`src/rtl/nbd_pkg.sv`:
```
package nbd_pkg;
  localparam int NIB_W = 4;

  typedef enum logic [1:0] {
    ST_IDLE = 2'd0,
    ST_LOW  = 2'd1,
    ST_HIGH = 2'd2
  } nbdState_t;

  typedef struct packed {
    logic loadCmd;   // latch sync/data/oe, drop the debug clock
    logic riseClk;   // raise the debug clock
    logic capture;   // sample the pad into the result register
  } nbdStrobes_t;
endpackage

```
`src/rtl/nbd_ctrl.sv`:
```
module nbd_ctrl
  import nbd_pkg::*;
#(
  parameter int HP_W = 8
) (
  input  logic            clk,
  input  logic            rstN,
  input  logic [HP_W-1:0] cfgHalfPeriod,
  input  logic            cmdValid,
  input  logic            cmdIsRead,
  output logic            cmdReady,
  input  logic            rspReady,
  output logic            rspValid,
  output nbdStrobes_t     strb
);
  nbdState_t       state;
  logic [HP_W-1:0] cnt;
  logic [HP_W-1:0] hpHold;
  logic            isRead;
  logic [HP_W-1:0] effHp;
  logic            accept;
  logic            cntZero;

  assign effHp   = (cfgHalfPeriod == '0) ? HP_W'(1) : cfgHalfPeriod;
  assign cmdReady = (state == ST_IDLE) && !rspValid;
  assign accept  = cmdValid && cmdReady;
  assign cntZero = (cnt == '0);

  always_comb begin
    strb         = '0;
    strb.loadCmd = accept;
    strb.riseClk = (state == ST_LOW) && cntZero;
    strb.capture = (state == ST_LOW) && cntZero && isRead;
  end

  always_ff @(posedge clk) begin
    if (!rstN) begin
      state    <= ST_IDLE;
      cnt      <= '0;
      hpHold   <= HP_W'(1);
      isRead   <= 1'b0;
      rspValid <= 1'b0;
    end else begin
      unique case (state)
        ST_IDLE: begin
          if (rspValid && rspReady) rspValid <= 1'b0;
          if (accept) begin
            state  <= ST_LOW;
            cnt    <= effHp - HP_W'(1);
            hpHold <= effHp;
            isRead <= cmdIsRead;
          end
        end
        ST_LOW: begin
          if (cntZero) begin
            state <= ST_HIGH;
            cnt   <= hpHold - HP_W'(1);
          end else begin
            cnt <= cnt - HP_W'(1);
          end
        end
        ST_HIGH: begin
          if (cntZero) begin
            state <= ST_IDLE;
            if (isRead) rspValid <= 1'b1;
          end else begin
            cnt <= cnt - HP_W'(1);
          end
        end
        default: state <= ST_IDLE;
      endcase
    end
  end
endmodule

```
`src/rtl/nbd_datapath.sv`:
```
module nbd_datapath
  import nbd_pkg::*;
#(
  parameter int DATA_W = NIB_W
) (
  input  logic              clk,
  input  logic              rstN,
  input  nbdStrobes_t       strb,
  input  logic              cmdIsRead,
  input  logic              cmdSync,
  input  logic [DATA_W-1:0] cmdData,
  input  logic              ctlResetN,
  input  logic              ctlMode,
  input  logic [DATA_W-1:0] dbgDataIn,
  output logic [DATA_W-1:0] rspData,
  output logic              dbgResetN,
  output logic              dbgMode,
  output logic              dbgClk,
  output logic              dbgSync,
  output logic [DATA_W-1:0] dbgDataOut,
  output logic              dbgDataOe
);
  // Output flops for the transfer lines
  always_ff @(posedge clk) begin
    if (!rstN) begin
      dbgClk     <= 1'b1;
      dbgSync    <= 1'b1;
      dbgDataOut <= '0;
      dbgDataOe  <= 1'b0;
    end else begin
      if (strb.loadCmd) begin
        dbgClk    <= 1'b0;
        dbgSync   <= cmdSync;
        dbgDataOe <= !cmdIsRead;
        if (!cmdIsRead) dbgDataOut <= cmdData;
      end else if (strb.riseClk) begin
        dbgClk <= 1'b1;
      end
    end
  end

  // Input flop: samples the pad on the rising debug clock edge
  always_ff @(posedge clk) begin
    if (!rstN) rspData <= '0;
    else if (strb.capture) rspData <= dbgDataIn;
  end

  // Static control pins
  always_ff @(posedge clk) begin
    if (!rstN) begin
      dbgResetN <= 1'b0;
      dbgMode   <= 1'b0;
    end else begin
      dbgResetN <= ctlResetN;
      dbgMode   <= ctlMode;
    end
  end
endmodule

```
`src/rtl/nibble_bus_driver.sv`:
```
module nibble_bus_driver
  import nbd_pkg::*;
#(
  parameter int HP_W = 8
) (
  input  logic            clk,
  input  logic            rstN,
  input  logic [HP_W-1:0] cfgHalfPeriod,
  input  logic            cmdValid,
  output logic            cmdReady,
  input  logic            cmdIsRead,
  input  logic            cmdSync,
  input  logic [3:0]      cmdData,
  output logic            rspValid,
  input  logic            rspReady,
  output logic [3:0]      rspData,
  input  logic            ctlResetN,
  input  logic            ctlMode,
  output logic            dbgResetN,
  output logic            dbgMode,
  output logic            dbgClk,
  output logic            dbgSync,
  output logic [3:0]      dbgDataOut,
  output logic            dbgDataOe,
  input  logic [3:0]      dbgDataIn
);
  nbdStrobes_t strb;

  nbd_ctrl #(.HP_W(HP_W)) u_ctrl (
    .clk(clk), .rstN(rstN), .cfgHalfPeriod(cfgHalfPeriod),
    .cmdValid(cmdValid), .cmdIsRead(cmdIsRead), .cmdReady(cmdReady),
    .rspReady(rspReady), .rspValid(rspValid), .strb(strb)
  );

  nbd_datapath #(.DATA_W(NIB_W)) u_dp (
    .clk(clk), .rstN(rstN), .strb(strb),
    .cmdIsRead(cmdIsRead), .cmdSync(cmdSync), .cmdData(cmdData),
    .ctlResetN(ctlResetN), .ctlMode(ctlMode), .dbgDataIn(dbgDataIn),
    .rspData(rspData), .dbgResetN(dbgResetN), .dbgMode(dbgMode),
    .dbgClk(dbgClk), .dbgSync(dbgSync), .dbgDataOut(dbgDataOut),
    .dbgDataOe(dbgDataOe)
  );
endmodule

```
`config.mk`:
```
export PLATFORM = sky130hd
export DESIGN_NAME = nibble_bus_driver
export DESIGN_NICKNAME = d
export VERILOG_FILES = /design/src/rtl/nbd_pkg.sv /design/src/rtl/nbd_ctrl.sv /design/src/rtl/nbd_datapath.sv /design/src/rtl/nibble_bus_driver.sv
export SDC_FILE = /design/constraint.sdc
export NUM_CORES = 1
export LEC_CHECK = 0
export ABC_CLOCK_PERIOD_IN_PS = 2000
export CAP_MARGIN = 5
export CORE_ASPECT_RATIO = 0.9
export CORE_MARGIN = 1.5
export CORE_UTILIZATION = 46
export DETAILED_ROUTE_END_ITERATION = 8
export PLACE_DENSITY = 0.75
export REMOVE_ABC_BUFFERS = 1
export SETUP_SLACK_MARGIN = 0.4
export SYNTH_ARGS = -nofsm -noshare
export SYNTH_HDL_FRONTEND = slang
export SYNTH_SLANG_ARGS = --single-unit
export TNS_END_PERCENT = 20
```
`constraint.sdc`:
```
create_clock -name clk -period 2 [get_ports clk]
set_input_delay 0.4 -clock clk [delete_from_list [all_inputs] [get_ports clk]]
set_output_delay 0.4 -clock clk [all_outputs]
set_load 0.005 [all_outputs]
```
* Word level (Yosys, flattened, before mapping)
Index checks and enable logic that the tools add are counted.
** Cells by class
- Reductions and logical operators :: 18
- Bitwise operators :: 1
- Muxes and demuxes :: 15
- $add $sub $neg :: 3
- Eq/ne operators :: 8
** Operators with widths (number)
- 8-bit two-way mux :: 4
- 8-bit one-hot mux with 3 select lines :: 1
- 8-bit by 1-bit subtractor with 8-bit output (second input constant) :: 3
- 8-bit zero test :: 2
- 2-bit by 1-bit inequality test with 1-bit output (second input constant) :: 4
- 2-bit two-way mux :: 3
- 2-bit one-hot mux with 3 select lines :: 1
- 3-bit AND reduction :: 2
- 1-bit logical AND :: 5
- 1-bit two-way mux :: 5
- 2-bit inequality test (second input constant) :: 2
- 2-bit AND reduction :: 2
- 4-bit AND reduction :: 1
- 2-bit nonzero test :: 2
- 3-bit nonzero test :: 1
- 2-bit by 1-bit == test with 1-bit output (second input constant) :: 1
- 2-bit == test (second input constant) :: 1
- 1-bit zero test :: 2
- 2-bit zero test :: 1
- 1-bit one-hot mux with 2 select lines :: 1
- 1-bit inverter :: 1
** Word-level totals
- Word-level logic and storage cells :: 57
- Output and inout port bits :: 15
- Bits of input ports :: 24
- Flip-flop bits (word level) :: 33

* Depth between registers and ports, before layout
- Depth in word-level cells :: 5
- Depth in mapped cells :: 9
- Gate-level depth less buffers :: 8

* Modules after synthesis
Synthesis repeated with hierarchy kept, for this count alone.
** Second synthesis, totals
- Cell total of the unflattened synthesis :: 235
- Area total of the unflattened synthesis :: 1965.6 µm²
** By module, submodules not included
- nbd_ctrl :: cells each 189, times used 1, seq. area each 400.4 µm², area an instance 1478.9 µm²
- nbd_datapath :: cells each 46, times used 1, seq. area each 260.2 µm², area an instance 486.7 µm²

* Worst setup path before layout
Ideal clock, no wire load.
- Kind :: in2reg
- Start point :: in cfgHalfPeriod[3]
- End point :: reg u_ctrl.cnt[6]
- Cell stages on the path :: 9
- Data required time :: 1.914 ns
- Data arrival time :: 1.947 ns
- Setup slack :: -0.033 ns
- Cells stage by stage :: clkbuf_1 > nor4_1 > a31oi_1 > ha_1 > nand2b_1 > nor4_1 > xor2_1 > o21ai_0 > a221oi_2
** On the way
- Word-level cells in the longest chain between the ends :: 5
** RTL lines
- start: declaration :: RTL line nibble_bus_driver.sv:8 : input logic [HP_W-1:0] cfgHalfPeriod,
- 8-bit zero test :: RTL line nbd_ctrl.sv:24 : assign effHp = (cfgHalfPeriod == '0) ? HP_W'(1) : cfgHalfPeriod;
- 8-bit two-way mux (*) :: RTL line nbd_ctrl.sv:24
- 8-bit by 1-bit subtractor with 8-bit output (*) :: RTL line nbd_ctrl.sv:49 : cnt <= effHp - HP_W'(1);
- 8-bit two-way mux (*) :: RTL line nbd_ctrl.sv:47 : if (accept) begin
- 8-bit one-hot mux with 3 select lines (*) :: RTL line nbd_ctrl.sv:44 : unique case (state)
- end signal: assignment :: RTL line nbd_ctrl.sv:49
- end signal: assignment :: RTL line nbd_ctrl.sv:57 : cnt <= hpHold - HP_W'(1);
- end signal: assignment :: RTL line nbd_ctrl.sv:59 : cnt <= cnt - HP_W'(1);
- end: declaration :: RTL line nbd_ctrl.sv:17 : logic [HP_W-1:0] cnt;
Every way passes the cells marked *; elsewhere a longest branch is shown, timed or not. The select of a mux whose other input is x is not followed.
A chain may end at the register's enable or synchronous reset.

* Worst setup path in the final report
- Start point :: reg u_ctrl.cnt[1]
- End point :: reg u_ctrl.cnt[1]
** On the way
- Word-level cells in the longest chain between the ends :: 3
- Elaborated cells between the ends (all ways) :: 7
- Classes of those cells :: 1 x add/sub; 1 x eq/ne; 3 x mux; 2 x reduce/logical
** RTL lines
- 8-bit by 1-bit subtractor with 8-bit output / 8-bit zero test (equally long branches) :: RTL line nbd_ctrl.sv:59, nbd_ctrl.sv:67, nbd_ctrl.sv:27
- 8-bit two-way mux, or another cell as far along :: RTL line nbd_ctrl.sv:63 : if (cntZero) begin
- 8-bit one-hot mux with 3 select lines / 3-bit AND reduction (equally long branches)
Parallel ways exist; a longest one is shown, timed or not. The select of a mux whose other input is x is not followed.

==> metrics.txt <==
CP Cell Sequence inv_4 > ha_4 > or3b_4 > o21ai_1 > a31oi_1 > a211o_1 > a21oi_2; Worst-Skew Late Latency 0.30 ns; critical path required time 2.23 ns; Mapped Area between 1500 and 2000 sq um; CTS Root Cell clkbuf_8; Synth Area per Inst 7.98 sq um; final setup violation count 0; share of cells above drive strength 1 approximately a third; commonest non-fill, non-tap cell in the layout buf_4; slew of the pin with the lowest slew margin 0.567 ns; IO Pins 39; crit share post-route 90.8%; ANT nets after route 0; Pre-antenna DRT Iters 7; commonest cells after routing, fill and taps aside buf_4 (43), nand2_1 (32), clkdlybuf4s50_1 (29), dfxtp_1 (28), a21oi_1 (20); Antenna Cells 0; crit start category flop; HPWL Detailed 3870 um; largest net degree at the start of global routing 15; Seq/Total Area, Yosys 33.7%; Tot Pwr 4.12 mW; vias about 2300; number of flops mapped to enable cells by yosys 0; Yosys reg bits 33; initial drt markers between 200 and 250; Max Freq 0.551 GHz; gr usage total 29.2%; Worst-path clk slew 0.08 ns; CTS Buffer Depth 2; Final min period between 1.5 and 2 ns; Layout Utilization between 70% and 80%; Crit Path Max Fanout 3; DRC violations left 0; antenna violations before repair 0; Area Overhead vs Synth 54.1%; WS Path Type reg2reg; IO buf count 38; area of the die 4670 sq um; die height between 60 and 70 um; Worst VDD drop 0.698 mV; data arrival time of the worst path 2.05 ns; CTS HTree Levels 2; vias in the first global route 2249; CTS sink count 33; Layout fillers 276; first-pass GRT wire length 10400 um; clock skew 0.00437 ns; Syn Inst Count around 250; count of unique library cells instantiated by Yosys 45; Synth Warn # 0; CP max stage delay approximately 0.40 ns; Core Box Area 4070 sq um; WL final 6730 um; Static Leakage between 1 and 1.5 nW; Top FF cell, synth dfxtp_1; Final Hold Viols 0; CP max-delay cell or3b_4; Post-synth ARST share 0%; Power Density 1360 nW/um^2; Die X-Extent 71.8 um; Rows 22; Max Slew Vio Count 0; Max-slew headroom 61.9%; crit end category flop; nets 360; Worst Hold Class reg2reg; status completed; Initial Util 48.2%; worst hold margin 0.483 ns; grt ovf 0; Placer Congestion 0.954; Max-Cap Viols 0; routed len/inst 17.9 um; RSZ-0062 raised after global routing true; cts bufs inserted 5; Via density ~6.0; CTS tree built
-- through the flow --
step	instances	setup WS, ns	area, sq um	TNS [ns]
floorplan	233	0.0595	1890	0
global placement	351	-0.312	2570	-1.21
detailed placement	351	-0.367	2570	-1.59
CTS	374	0.224	2950	0
global route	376	0.142	3020	0
finish	376	0.184	3020	0
-- per-layer routing --
metal	global-route usage, %	wire (um)	vias up
li1	-	-	1026
met1	32.6	2620	1083
met2	49.9	3350	127
met3	6.22	501	25
met4	19.1	261	0
met5	0	0	-
-- area by class of cell --
type                            count  area [sq um]  share of cell area (%)
Tap cell                           48          60.1                    1.99
Timing Repair Buffer               87           742                    24.5
Sequential cell                    33           667                    22.1
Inverter                           15          61.3                    2.03
Clock buffer                        5          68.8                    2.28
Clock inverter                      3          46.3                    1.53
Multi-Input combinational cell    185          1380                    45.6
-- synth_stat cells, types with 4 or more instances --
master | n | area, sq um
a21oi_1 | 21 | 105
a31oi_1 | 4 | 25.0
clkbuf_1 | 8 | 30.0
dfxtp_1 | 33 | 661
ha_1 | 9 | 113
inv_1 | 15 | 56.3
mux2i_1 | 7 | 70.1
nand2_1 | 34 | 128
nand3_1 | 9 | 45.0
nor2_1 | 15 | 56.3
nor3_1 | 6 | 30.0
nor3b_1 | 4 | 30.0
nor4_1 | 4 | 25.0
o211ai_1 | 5 | 37.5
o21ai_0 | 21 | 105
xnor2_1 | 9 | 78.8
-- sequential cells by signal (all words and copies together), names as in the netlist --
signal and flops:
u_ctrl.hpHold 8, u_dp.dbgResetN 1, u_ctrl.cnt 8, u_dp.dbgDataOe 1, u_ctrl.state 2, u_dp.rspData 4, u_dp.dbgSync 1, u_ctrl.isRead 1
u_dp.dbgDataOut 4, u_dp.dbgMode 1, u_ctrl.rspValid 1, u_dp.dbgClk 1
-- worst max-delay path, delay by kind of cell (launching register included) --
| family | cells | cell delay, ns |
|---|---|---|
| DFF | 1 | 0.34 |
| AOI/OAI and AO/OA | 4 | 0.81 |
| adders and majority gates | 1 | 0.12 |
| and+or+nand+nor | 1 | 0.40 |
| buffers and inverters | 1 | 0.07 |
-- final timing paths --
check	from	endpoint	cells past startpoint	slack, ns
hold reg to reg	u_dp.dbgDataOut[2]$_SDFFE_PN0P_	u_dp.dbgDataOut[2]$_SDFFE_PN0P_	2	0.48
setup reg to reg	u_ctrl.cnt[1]$_SDFFE_PN0P_	u_ctrl.cnt[1]$_SDFFE_PN0P_	7	0.18
setup / recovery	u_ctrl.cnt[1]$_SDFFE_PN0P_	u_ctrl.cnt[1]$_SDFFE_PN0P_	7	0.18
hold / removal	u_dp.dbgDataOut[2]$_SDFFE_PN0P_	u_dp.dbgDataOut[2]$_SDFFE_PN0P_	2	0.48
-- logic make-up (layout without fill, tap and decap cells) --
logic type,after synthesis,count (layout),share of synthesized area (%)
buf+inv,28,110,6.63
mux,7,7,3.57
flops,33,33,33.7
simple gates,89,89,22.9
compound gates,68,68,22.1
xor+xnor,12,12,5.36
fa+ha+maj,9,9,5.74
-- report_power, final --
| group | switching (mW) | leakage [nW] | internal, mW |
|---|---|---|---|
| combinational | 1.30 | 0.902 | 1.19 |
| sequential | 0.167 | 0.273 | 0.801 |
| clock | 0.286 | 0.0543 | 0.373 |
| total | 1.75 | 1.23 | 2.36 |
-- repair_timing --
item / in CTS / in global routing
endpoints found under the setup margin: 27 / 23
endpoints found under the hold margin: 0 / 0
hold buffers: 0 / 0
pin swaps: 21 / 18
buffers inserted: 15 / 2
resized for setup: 73 / 23
(Power assumes the default switching activity.)
